==> src/rtl/swe_pkg.sv <==
`timescale 1ns/1ps
package swe_pkg;
  typedef enum logic {
    MODE_SKIP   = 1'b0,
    MODE_EXPAND = 1'b1
  } swe_mode_e;
endpackage

==> src/rtl/swe_mask_reg.sv <==
`timescale 1ns/1ps
module swe_mask_reg #(
  parameter int unsigned MASK_W = 32
) (
  input  logic              clk_i,
  input  logic              rst_ni,
  input  logic              load_i,
  input  logic [MASK_W-1:0] word_i,
  input  logic              step_i,
  input  logic              close_i,
  output logic              vld_o,
  output logic              bit_o,
  output logic              word_end_o
);
  localparam int unsigned IDX_W = (MASK_W > 1) ? $clog2(MASK_W) : 1;
  localparam logic [IDX_W-1:0] LAST_IDX = IDX_W'(MASK_W - 1);

  logic [MASK_W-1:0] mask_q;
  logic [IDX_W-1:0]  idx_q;
  logic              vld_q;

  always_ff @(posedge clk_i or negedge rst_ni) begin
    if (!rst_ni) begin
      mask_q <= '0;
      idx_q  <= '0;
      vld_q  <= 1'b0;
    end else if (load_i) begin
      mask_q <= word_i;
      idx_q  <= '0;
      vld_q  <= 1'b1;
    end else if (step_i) begin
      if (close_i) begin
        vld_q <= 1'b0;
        idx_q <= '0;
      end else begin
        mask_q <= mask_q >> 1;
        idx_q  <= idx_q + 1'b1;
      end
    end
  end

  assign vld_o      = vld_q;
  assign bit_o      = mask_q[0];
  assign word_end_o = (idx_q == LAST_IDX);
endmodule

==> src/rtl/swe_blk_cnt.sv <==
`timescale 1ns/1ps
module swe_blk_cnt #(
  parameter int unsigned CNT_W = 16
) (
  input  logic             clk_i,
  input  logic             rst_ni,
  input  logic             step_i,
  input  logic [CNT_W-1:0] cnt_i,
  output logic             final_o
);
  logic [CNT_W-1:0] pos_q;

  assign final_o = (pos_q == cnt_i - CNT_W'(1));

  always_ff @(posedge clk_i or negedge rst_ni) begin
    if (!rst_ni)     pos_q <= '0;
    else if (step_i) pos_q <= final_o ? '0 : pos_q + 1'b1;
  end
endmodule

==> src/rtl/swe_pair_hold.sv <==
`timescale 1ns/1ps
module swe_pair_hold #(
  parameter int unsigned WGT_W = 8,
  parameter int unsigned ACT_W = 8
) (
  input  logic             clk_i,
  input  logic             rst_ni,
  input  logic             push_i,
  input  logic [WGT_W-1:0] push_wgt_i,
  input  logic [ACT_W-1:0] push_act_i,
  input  logic             push_last_i,
  input  logic             mark_last_i,
  input  logic             pop_i,
  output logic             vld_o,
  output logic [WGT_W-1:0] wgt_o,
  output logic [ACT_W-1:0] act_o,
  output logic             last_o
);
  always_ff @(posedge clk_i or negedge rst_ni) begin
    if (!rst_ni) begin
      vld_o  <= 1'b0;
      wgt_o  <= '0;
      act_o  <= '0;
      last_o <= 1'b0;
    end else if (push_i) begin
      vld_o  <= 1'b1;
      wgt_o  <= push_wgt_i;
      act_o  <= push_act_i;
      last_o <= push_last_i;
    end else if (pop_i) begin
      vld_o  <= 1'b0;
      last_o <= 1'b0;
    end else if (mark_last_i && vld_o) begin
      // trailing empty elements close the block on the held pair
      last_o <= 1'b1;
    end
  end
endmodule

==> src/rtl/sparse_weight_expander.sv <==
`timescale 1ns/1ps
module sparse_weight_expander
  import swe_pkg::*;
#(
  parameter int unsigned WGT_W  = 8,
  parameter int unsigned ACT_W  = 8,
  parameter int unsigned MASK_W = 32,
  parameter int unsigned CNT_W  = 16
) (
  input  logic              clk_i,
  input  logic              rst_ni,
  input  logic              mode_i,
  input  logic [CNT_W-1:0]  elem_cnt_i,
  input  logic              mask_valid_i,
  input  logic [MASK_W-1:0] mask_data_i,
  output logic              mask_ready_o,
  input  logic              wgt_valid_i,
  input  logic [WGT_W-1:0]  wgt_data_i,
  output logic              wgt_ready_o,
  input  logic              act_valid_i,
  input  logic [ACT_W-1:0]  act_data_i,
  output logic              act_ready_o,
  output logic              out_valid_o,
  input  logic              out_ready_i,
  output logic [WGT_W-1:0]  out_wgt_o,
  output logic [ACT_W-1:0]  out_act_o,
  output logic              out_last_o
);
  logic m_vld, m_bit, m_word_end;
  logic blk_final;
  logic h_vld, h_last;
  logic emit, can_enter, w_ok, o_ok;
  logic step, push, mark, pop, close, pair_avail, load;
  logic [WGT_W-1:0] push_wgt;

  assign emit       = m_bit | (swe_mode_e'(mode_i) == MODE_EXPAND);
  assign can_enter  = ~h_vld | out_ready_i;
  assign w_ok       = ~m_bit | wgt_valid_i;
  assign o_ok       = ~emit | can_enter;

  assign step       = m_vld & act_valid_i & w_ok & o_ok;
  assign push       = step & emit;
  assign mark       = step & ~emit & blk_final;
  assign close      = m_word_end | blk_final;
  assign pair_avail = m_vld & emit & act_valid_i & w_ok;

  assign act_ready_o  = m_vld & w_ok & o_ok;
  assign wgt_ready_o  = m_vld & m_bit & act_valid_i & o_ok;
  assign mask_ready_o = ~m_vld | (step & close);
  assign load         = mask_valid_i & mask_ready_o;

  // held pair leaves once its successor is ready or the block is closed
  assign out_valid_o = h_vld & (h_last | pair_avail);
  assign pop         = out_valid_o & out_ready_i;
  assign out_last_o  = h_last;
  assign push_wgt    = m_bit ? wgt_data_i : '0;

  swe_mask_reg #(.MASK_W(MASK_W)) u_mask (
    .clk_i      (clk_i),
    .rst_ni     (rst_ni),
    .load_i     (load),
    .word_i     (mask_data_i),
    .step_i     (step),
    .close_i    (close),
    .vld_o      (m_vld),
    .bit_o      (m_bit),
    .word_end_o (m_word_end)
  );

  swe_blk_cnt #(.CNT_W(CNT_W)) u_cnt (
    .clk_i   (clk_i),
    .rst_ni  (rst_ni),
    .step_i  (step),
    .cnt_i   (elem_cnt_i),
    .final_o (blk_final)
  );

  swe_pair_hold #(.WGT_W(WGT_W), .ACT_W(ACT_W)) u_hold (
    .clk_i       (clk_i),
    .rst_ni      (rst_ni),
    .push_i      (push),
    .push_wgt_i  (push_wgt),
    .push_act_i  (act_data_i),
    .push_last_i (blk_final),
    .mark_last_i (mark),
    .pop_i       (pop),
    .vld_o       (h_vld),
    .wgt_o       (out_wgt_o),
    .act_o       (out_act_o),
    .last_o      (h_last)
  );
endmodule

==> config.mk <==
export PLATFORM = sky130hd
export DESIGN_NAME = sparse_weight_expander
export DESIGN_NICKNAME = d
export VERILOG_FILES = /design/src/rtl/swe_pkg.sv /design/src/rtl/swe_mask_reg.sv /design/src/rtl/swe_blk_cnt.sv /design/src/rtl/swe_pair_hold.sv /design/src/rtl/sparse_weight_expander.sv
export SDC_FILE = /design/constraint.sdc
export NUM_CORES = 1
export LEC_CHECK = 0
export ABC_AREA = 1
export BUFFER_PORTS_ARGS = -buffer_cell sky130_fd_sc_hd__buf_2
export CORE_MARGIN = 3
export CORE_UTILIZATION = 45
export CTS_BUF_LIST = sky130_fd_sc_hd__clkbuf_16
export DETAILED_ROUTE_END_ITERATION = 16
export PLACE_DENSITY = 0.68
export SYNTH_ARGS = -nofsm -noshare
export SYNTH_HDL_FRONTEND = slang
export SYNTH_SLANG_ARGS = --single-unit
==> constraint.sdc <==
create_clock -name clk_i -period 3.6 [get_ports clk_i]
set_input_delay 0.36 -clock clk_i [delete_from_list [all_inputs] [get_ports clk_i]]
set_output_delay 0.36 -clock clk_i [all_outputs]
set_load 0.01 [all_outputs]
# Yosys cells after proc, flatten, opt, wreduce, memory -nomap -nowiden
# Index checks and enable logic that the tools add are counted.
word_totals:
  register_bits: 72
  output_inout_bits: 21
classes:
  add_sub_neg: 3
  eq_ne: 3
  mux: 16
  n_bitwise: 29
  reduce_logical: 7
ops:
  columns: ["operator", "n"]
  rows:
  - ["$mux 32", 3]
  - ["$and 1x1->1", 18]
  - ["$add 16x1->16 const B", 1]
  - ["$eq 16x16->1", 1]
  - ["$mux 16", 1]
  - ["$sub 16x1->16 const B", 1]
  - ["$mux 5", 3]
  - ["$mux 1", 8]
  - ["$mux 8", 1]
  - ["$or 1x1->1", 7]
  - ["$reduce_bool 2->1", 3]
  - ["$add 5x1->5 const B", 1]
  - ["$eq 5x5->1 const B", 1]
  - ["$not 1->1", 4]
  - ["$reduce_and 2->1", 2]
  - ["$reduce_bool 3->1", 1]
  - ["$ne 2x1->1 const B", 1]
  - ["$logic_and 1x1->1", 1]

# Longest topological paths before layout
# Gate-level depths: netlist of the first run.
depth:
  ltp_word: 10
  ltp_mapped: 22
  depth_no_buf: 20

# By module
# Synthesis of the first run repeated with hierarchy kept, for this count alone.
hier_totals:
  hier_cells: 619
  hier_area_um2: 4673.2
by_module_without_submodules:
  columns: ["module", "n_inst", "cells_per_inst", "area_each_um2", "seq_area_each_um2"]
  rows:
  - ["swe_mask_reg", 1, 208, 1860.5, 950.9]
  - ["swe_blk_cnt", 1, 282, 1848.0, 400.4]
  - ["swe_pair_hold", 1, 79, 723.2, 450.4]
  - ["sparse_weight_expander", 1, 50, 241.5, 0.0]

# Worst setup path before layout of the first run
# No wires, ideal clock.
synth_timing:
  kind: "input-to-output"
  start: "input port elem_cnt_i[0]"
  end: "output port mask_ready_o"
  arrival_ns: 1.856
  required_time_ns: 3.240
  path_slack_ns: 1.384
  stages: 15
  n_path_buf: 1
  cell_sequence: "inv_1 ha_1 nand2_2 nor2_4 nand2_1 nand2_1 nand2_1 nor2_1 nand2_1 nor2_2 nand2_2 nand2_2 nand2_4 nand2_8 buf_2"
synth_between:
  elab_chain_len: 5
synth_lines:
  columns: ["item", "line_no", "text"]
  rows:
  - ["start, declared", "sparse_weight_expander.sv:13", "input logic [CNT_W-1:0] elem_cnt_i,"]
  - ["$sub 16x1->16", "swe_blk_cnt.sv:13", "assign final_o = (pos_q == cnt_i - CNT_W'(1));"]
  - ["$eq 16x16->1", "swe_blk_cnt.sv:13", null]
  - ["$or 1x1->1", "sparse_weight_expander.sv:44", "assign close = m_word_end | blk_final;"]
  - ["$and 1x1->1", "sparse_weight_expander.sv:49", "assign mask_ready_o = ~m_vld | (step & close);"]
  - ["$or 1x1->1", "sparse_weight_expander.sv:49", null]
  - ["end, declared", "sparse_weight_expander.sv:16", "output logic mask_ready_o,"]
# Every way passes these cells.

# Worst setup path in the final report of the first run
layout_timing:
  start: "register u_mask.mask_q[0]"
  end: "register u_cnt.pos_q[15]"
layout_between:
  elab_chain_len: 4
  word_cells_on_any_way: 7
  cone_classes: "7 x bitwise"
layout_lines:
  columns: ["item", "line_no", "text"]
  rows:
  - ["start, declared", "swe_mask_reg.sv:18", "logic [MASK_W-1:0] mask_q;"]
  - ["start signal, assigned", "swe_mask_reg.sv:28", "mask_q <= word_i;"]
  - ["start signal, assigned", "swe_mask_reg.sv:36", "mask_q <= mask_q >> 1;"]
  - ["$not 1->1 / $or 1x1->1 (equally long branches)", "sparse_weight_expander.sv:38, sparse_weight_expander.sv:36", null]
  - ["$or 1x1->1 / $not 1->1 (equally long branches)", "sparse_weight_expander.sv:38, sparse_weight_expander.sv:39", null]
  - ["$and 1x1->1 / $or 1x1->1 (equally long branches)", "sparse_weight_expander.sv:41, sparse_weight_expander.sv:39", null]
  - ["$and 1x1->1 (*)", "sparse_weight_expander.sv:41", "assign step = m_vld & act_valid_i & w_ok & o_ok;"]
  - ["end signal, assigned", "swe_blk_cnt.sv:17", "else if (step_i) pos_q <= final_o ? '0 : pos_q + 1'b1;"]
  - ["end, declared", "swe_blk_cnt.sv:11", "logic [CNT_W-1:0] pos_q;"]
# Mark *: on every way between the ends. The rest lies on a longest branch, timed or not.
# A chain may end at the register's enable or synchronous reset.

==> impl_metrics.ini, run 1 <==
[clocking]
cts_tree = built
post_cts_resized = 0
cts_max_level = 3
clkSlewWorstSetupHoldPaths_ps = 60
cts_root_buf = clkbuf_16
numCtsBuffers = 9
hold_buffers = 0
cts.sinks = 72
postCtsSetupBuffers = 0
clock_path_buffers = 2
clkLatencyLatePin_ps = 330

[detailed_routing]
ant_nets = 0
vias_per_cell = 4.76
first_iter_violations = 259
wl_per_cell_um = 11.6
drc = 0
num_vias = 4050
first_pass_iters = 4
drt-total-wl_mm = 9.84

[sta]
finalCriticalPeriod_ps = 2650
finalCritPeriodShare_pct = 73.7
hold_viol_final = 0
report.final.setup_viol = 0
finalMaxSlewViolations = 0
rsz0062_at_grt = no
worst_pin_slew_ps = 913
tns_ps = 0
fmax_mhz = 377
whs_ps = 16.0
skew_ps = 8.22
relSlewSlack_pct = 39.1
layout_setup_ws_ps = 948

[global_routing]
grt_max_degree = 48
antenna_found_initial = 0
grt_pass1_vias = 3875
grt_use_total_pct = 18.4
grt_pass1_wl_mm = 17.0
overflow = 0

[power_and_ir_drop]
vdd_drop_max_uv = 285
combPwrFrac_pct = 35.0
p_seq_share_pct = 40.2
power_switching_mw = 1.32
switching_share_pct = 37.7
intPower_mw = 2.17
leakage_nw = 3.05
p_clk_share_pct = 24.7
power.density_mw_per_mm2 = 665

[critical_path]
critPathKind = reg -> reg
cpMostUsedCell = nor2_1
worst_path_max_delay_cell = dfrtp_1
slowest_delay_ps = 520
endpoint_kind = flop
cp_cell_sequence = nor2_1 -> nor2_1 -> nor2_1 -> buf_4 -> nand2_1 -> nor2_1 -> nand4_1 -> nor4_1 -> nand2_1 -> nor2_1 -> nand3_1 -> nand2_1 -> nor2_1
arrival_ps = 2880
crit_required_ps = 3820
cp_max_fo = 20
start_kind = flop

[layout]
drive_above_1_share_pct = 18.9
fin_nets = 791
layout_common_cells = nand2_1, inv_1, buf_2, dfrtp_1, nand3_1
mostFrequentLayoutCell = nand2_1
final_cell_count_no_fill = 850
fill_cells = 894
n_antenna_cell = 0
multi_input_area_mm2 = 0.00215
syn_to_final_growth_pct = 18.2
fin_util_pct = 55.7
seqCellArea_mm2 = 0.00180

[yosys]
ys_types = 32
seq_area_frac_synth_pct = 40.6
syn_nets = 708
syn_inst = 633
synth.avg_cell_area_um2 = 7.01
ys_ff_latch = 72
synth_area_mm2 = 0.00444
synth_warnings = 0

[run_status]
status = finished clean

[job]
maxCapViolations = 0

[floorplanning]
initial_core_util_pct = 47.1
core-area_mm2 = 0.00942
die_h_um = 105
die_w_um = 105
ios = 92
rows = 35
dieArea_mm2 = 0.0111

[place]
dp_cells = 834
dp_hpwl_mm = 7.14
routabilityCongestion = 0.928
io_buffer_count = 91
post-place-ws_ps = 796

[worst_hold_path]
min_path_type = in -> async
-- cell type report --
cell class / count / share of cell area, %
clock inverter: 7 / 1.19
inverter: 95 / 6.80
sequential: 72 / 34.4
timing repair buffer: 95 / 9.26
clock buffer: 9 / 4.29
tap: 129 / 3.08
multi-input combinational: 443 / 41.0
-- cells in the mapped netlist --
| library cell | number | share of area (%) |
|---|---|---|
| a211oi_1 | 1 | 0.17 |
| a21oi_1 | 10 | 1.1 |
| a31oi_1 | 1 | 0.14 |
| buf_2 | 12 | 1.4 |
| buf_4 | 1 | 0.17 |
| buf_6 | 3 | 0.76 |
| clkbuf_1 | 7 | 0.59 |
| dfrtp_1 | 72 | 41 |
| ha_1 | 4 | 1.1 |
| inv_1 | 94 | 8.0 |
| inv_2 | 1 | 0.085 |
| nand2_1 | 237 | 20 |
| nand2_2 | 5 | 0.71 |
| nand2_4 | 2 | 0.51 |
| nand2_8 | 1 | 0.45 |
| nand3_1 | 52 | 5.9 |
| nand3_2 | 11 | 2.5 |
| nand3b_1 | 33 | 5.6 |
| nand4_1 | 4 | 0.56 |
| nor2_1 | 43 | 3.6 |
| nor2_2 | 4 | 0.56 |
| nor2_4 | 2 | 0.51 |
| nor3_1 | 4 | 0.45 |
| nor3b_1 | 1 | 0.17 |
| nor3b_2 | 1 | 0.28 |
| nor4_1 | 1 | 0.14 |
| o21a_1 | 1 | 0.17 |
| o21ai_0 | 13 | 1.5 |
| o21bai_1 | 1 | 0.17 |
| o31ai_1 | 1 | 0.17 |
| xnor2_1 | 3 | 0.59 |
| xor2_1 | 7 | 1.4 |
-- kinds of logic (layout without fill, tap and decap cells) --
group / after synthesis / after routing / synth area share, %
AND/OR/NAND/NOR: 401 / 401 / 42.0
buffers and inverters: 118 / 206 / 10.9
flip-flops: 72 / 72 / 40.6
AO/OA/AOI/OAI: 28 / 28 / 3.41
XOR/XNOR: 10 / 10 / 1.97
adder cells (fa/ha/maj): 4 / 4 / 1.13
-- state kept, by name (all words and copies together) (netlist names) --
signal         flops
u_hold.vld_o       1
u_mask.mask_q     32
u_hold.act_o       8
u_cnt.pos_q       16
u_mask.idx_q       5
u_mask.vld_o       1
u_hold.wgt_o       8
u_hold.last_o      1
-- power groups by stage --
stage | Clock, mW | Combinational [mW] | Sequential [mW]
2_1_floorplan | 0 | 0.909 | 1.37
3_3_place_gp | 0 | 1.20 | 1.40
3_5_place_dp | 0 | 1.23 | 1.41
4_1_cts | 0.883 | 1.24 | 1.40
5_1_grt | 0.914 | 1.44 | 1.45
6_report | 0.863 | 1.22 | 1.40
-- routing by layer --
layer  part of all wire (%)  GRT usage [%]
met4                    1.7           6.09
met5                      0              0
met2                     48           30.8
met3                    4.0           3.37
met1                     47           23.9
-- per-stage QoR --
| stage | power (mW) | instance area (um2) |
|---|---|---|
| floorplan | 2.28 | 4440 |
| global placement | 2.60 | 4960 |
| detailed placement | 2.65 | 4960 |
| CTS | 3.53 | 5240 |
| global route | 3.80 | 5240 |
| finish | 3.49 | 5240 |
-- critical path, delay by kind of cell (launching register included) --
family	cells	cell delay, ps
and+or+nand+nor	12	1750
buffers and inverters	1	250
DFF	1	520
-- final timing paths --
check / from / end / slack (ps) / cells after the start
worst max-delay path: u_mask.mask_q[0] / u_cnt.pos_q[15] / 950 / 13
worst min-delay path: rst_ni / u_hold.act_o[5] / 20 / 1
worst max register to register: u_mask.mask_q[0] / u_cnt.pos_q[15] / 950 / 13
worst min register to register: u_hold.act_o[5] / u_hold.act_o[5] / 470 / 2
max in group asynchronous: rst_ni / u_cnt.pos_q[5] / 2570 / 2
min in group clk_i: act_data_i[3] / u_hold.act_o[3] / 220 / 3
No activity file was read; power rests on OpenSTA's default activity.
==> run 2, diff against run 1 <==
- ABC_AREA: 1 -> 0
- PLACE_DENSITY: 0.68 -> 0.71
- clock period: 3.6 -> 2.4 ns (I/O delays scaled with it)
==> run 2 against run 1 <==
Compared with the run above: the flow now finishes with violations (setup timing); final cell count fell by 19%; hold slack improved by 120 ps; largest power group unchanged; utilization rose by 20 points; critical path depth fell by 2; sequential cell count did not move; wire length rose by 28%; die area fell by 8.8%; non-clock buffer count rose by 85; clock skew rose by 1.4 ps; maximum frequency fell by 11%; first-iteration DRC count fell by 20%; global-route usage rose by 5.1 points.
==> impl_metrics.ini, run 2 <==
[run_status]
status = finished with violations
failed_checks = setup timing

[power_and_ir_drop]
power.density_mw_per_mm2 = 812
leakage_nw = 2.98
p_total_mw = 5.19
vdd_drop_max_uv = 657

[floorplanning]
core-area_mm2 = 0.00846
ios = 92
dieArea_mm2 = 0.0101
die_h_um = 101
die_w_um = 101
rows = 33
initial_core_util_pct = 47.5

[sta]
skew_ps = 9.66
finalCriticalPeriod_ps = 2980
hold_viol_final = 0
rsz0062_at_grt = yes
finalMaxSlewViolations = 0
whs_ps = 133
layout_setup_ws_ps = -576
finalCritPeriodShare_pct = 124
relSlewSlack_pct = 64.8
worst_pin_slew_ps = 528
report.final.setup_viol = 56
fmax_mhz = 336

[yosys]
synth_top_area_cell = dfrtp_1
synth_top_area_share_pct = 44.8
ys_ff_latch = 72
synthArstFlopShare_pct = 100
syn_inst = 413
synth.avg_cell_area_um2 = 9.74
ys_top_cells_by_area = dfrtp_1, mux2i_1, nor2_1
synth-main-ff-cell = dfrtp_1
ys_types = 51
synth_most_common_cell = dfrtp_1
seq_area_frac_synth_pct = 44.8
synth_edf_count = 0
yosys-top-cells-count = dfrtp_1, nor2_1, a21oi_1
synth_warnings = 0
syn_nets = 488
synth_area_mm2 = 0.00402

[place]
dp_hpwl_mm = 7.17
io_buffer_count = 91
routabilityCongestion = 0.855
post-place-ws_ps = -840
dp_cells = 647

[clocking]
clkLatencyLatePin_ps = 340
clkSlewWorstSetupHoldPaths_ps = 60
cts_max_level = 3
clock_path_buffers = 2
cts.sinks = 72
numCtsBuffers = 9
cts_root_buf = clkbuf_16
cts_tree = built

[detailed_routing]
first_iter_violations = 207
wl_per_cell_um = 18.2
first_pass_iters = 4
ant_nets = 0
drc = 0
num_vias = 3887
drt-total-wl_mm = 12.6
vias_per_cell = 5.63

[layout]
mostFrequentLayoutCell = buf_2
drive_above_1_share_pct = 50.3
largest_register_ff_count = 32
regMostFlops = u_mask.mask_q
fin_nets = 656
final_cell_count_no_fill = 691
n_antenna_cell = 0
fin_util_pct = 75.4
syn_to_final_growth_pct = 58.7
layout_common_cells = buf_2, dfrtp_1, buf_4, nor2_1
reg_top3 = u_mask.mask_q x32, u_cnt.pos_q x16

[critical_path]
start_kind = flop
cp_max_fo = 8
r2r-start = u_cnt.pos_q[15]
worst_path_max_delay_cell = or4b_4
endpoint_kind = flop
rr_endpoint = u_mask.mask_q[24]
r2r_slack_ps = -580
critical_path.top_delay_family = simple AND/OR/NAND/NOR gates
critPathKind = reg -> reg
critPathBufInv = 3
crit_required_ps = 2620
r2r_cells = 11
cp_cell_sequence = xnor2_2 -> nand4_1 -> a2111oi_2 -> nor3_1 -> or4b_4 -> buf_6 -> o41a_4 -> buf_12 -> clkbuf_16 -> nor2_1 -> a21oi_1
slowest_delay_ps = 530
arrival_ps = 3190

[global_routing]
grt_use_total_pct = 23.5
grt_pass1_wl_mm = 19.0
grt_max_degree = 34
overflow = 0
antenna_found_initial = 0
grt_pass1_vias = 4084

[worst_hold_path]
min_path_type = in -> reg
min_path_cells = 2
holdPathEnd = u_hold.act_o[0]
hold_start = act_data_i[0]

[job]
maxCapViolations = 0
==> run 2: cell count changes after synthesis, moves of 11 or more <==
cell,before,now
nand3_1,52,12
nand3_2,11,0
inv_1,94,13
a21oi_1,10,32
mux2i_1,0,30
nand3b_1,33,0
nand2_1,237,19
nor2_1,43,54
xnor2_1,3,15
==> run 2: worst max-delay path by stage <==
stage,slack [ps],endpoint,start,depth (start not counted)
floorplan,-470,u_mask.idx_q[1],elem_cnt_i[0],13
global placement,-740,u_mask.mask_q[11],elem_cnt_i[0],13
detailed placement,-840,u_mask.mask_q[5],elem_cnt_i[0],15
CTS,-490,mask_ready_o,elem_cnt_i[1],13
global route,-670,u_mask.mask_q[24],u_cnt.pos_q[15],11
finish,-580,u_mask.mask_q[24],u_cnt.pos_q[15],11
==> run 2: area by class of cell <==
class                   instances  area [um2]
well taps                     105         131
multi-input cells             305        2600
flip-flops and latches         72        1800
clock inverters                 7        96.3
clock buffers                   9         225
inverters                      13        66.3
fillers                       545        2080
repair buffers                180        1470
==> run 2: what timing repair did <==
item	CTS	global route
pin swaps	22	12
setup endpoints to repair	56	56
gates cloned	7	4
buffers inserted	16	4
hold buffers	1	0
gates resized for setup	59	89
endpoints found under the hold margin	20	0
==> run 2: report_power, final <==
group	total, mW	leakage, nW	switching [mW]	internal (mW)
Sequential	1.92	0.908	0.304	1.61
Combinational	1.82	1.92	0.833	0.987
Clock	1.45	0.153	0.541	0.911
Total	5.19	2.98	1.68	3.51
==> run 2: kinds of logic (layout without fill, tap and decap cells) <==
family / Yosys count / count (layout) / synth area share, %
xor gates and xnor gates: 28 / 28 / 6.09
muxes: 40 / 40 / 10.3
adders and majority gates: 4 / 4 / 1.24
and+or+nand+nor: 147 / 147 / 18.6
AOI/OAI and AO/OA: 86 / 86 / 14.3
buffers and inverters: 36 / 209 / 4.76
DFF: 72 / 72 / 44.8
==> run 2: metal layers <==
layer | track usage (%) | routed length (um) | share of wire, % | up-vias
met5 | 0 | 0 | 0 | -
met4 | 10.4 | 407 | 3.2 | 0
met1 | 26.7 | 4910 | 39 | 1933
met3 | 4.15 | 491 | 3.9 | 32
li1 | - | - | - | 1819
met2 | 42.8 | 6760 | 54 | 103
==> run 2: stage by stage <==
step	area (um2)	TNS (ps)
6_report	6390	-20810
5_1_grt	6390	-27390
4_1_cts	5950	-20080
3_5_place_dp	5090	-37490
3_3_place_gp	5090	-35040
2_1_floorplan	4160	-18210
==> run 2: worst reg2reg max path, delay by kind of cell (launching register included) <==
family / cells / cell delay (ps)
xor gates and xnor gates: 1 / 150
and+or+nand+nor: 4 / 910
buffers and inverters: 3 / 500
DFF: 1 / 440
AOI/OAI and AO/OA: 3 / 870
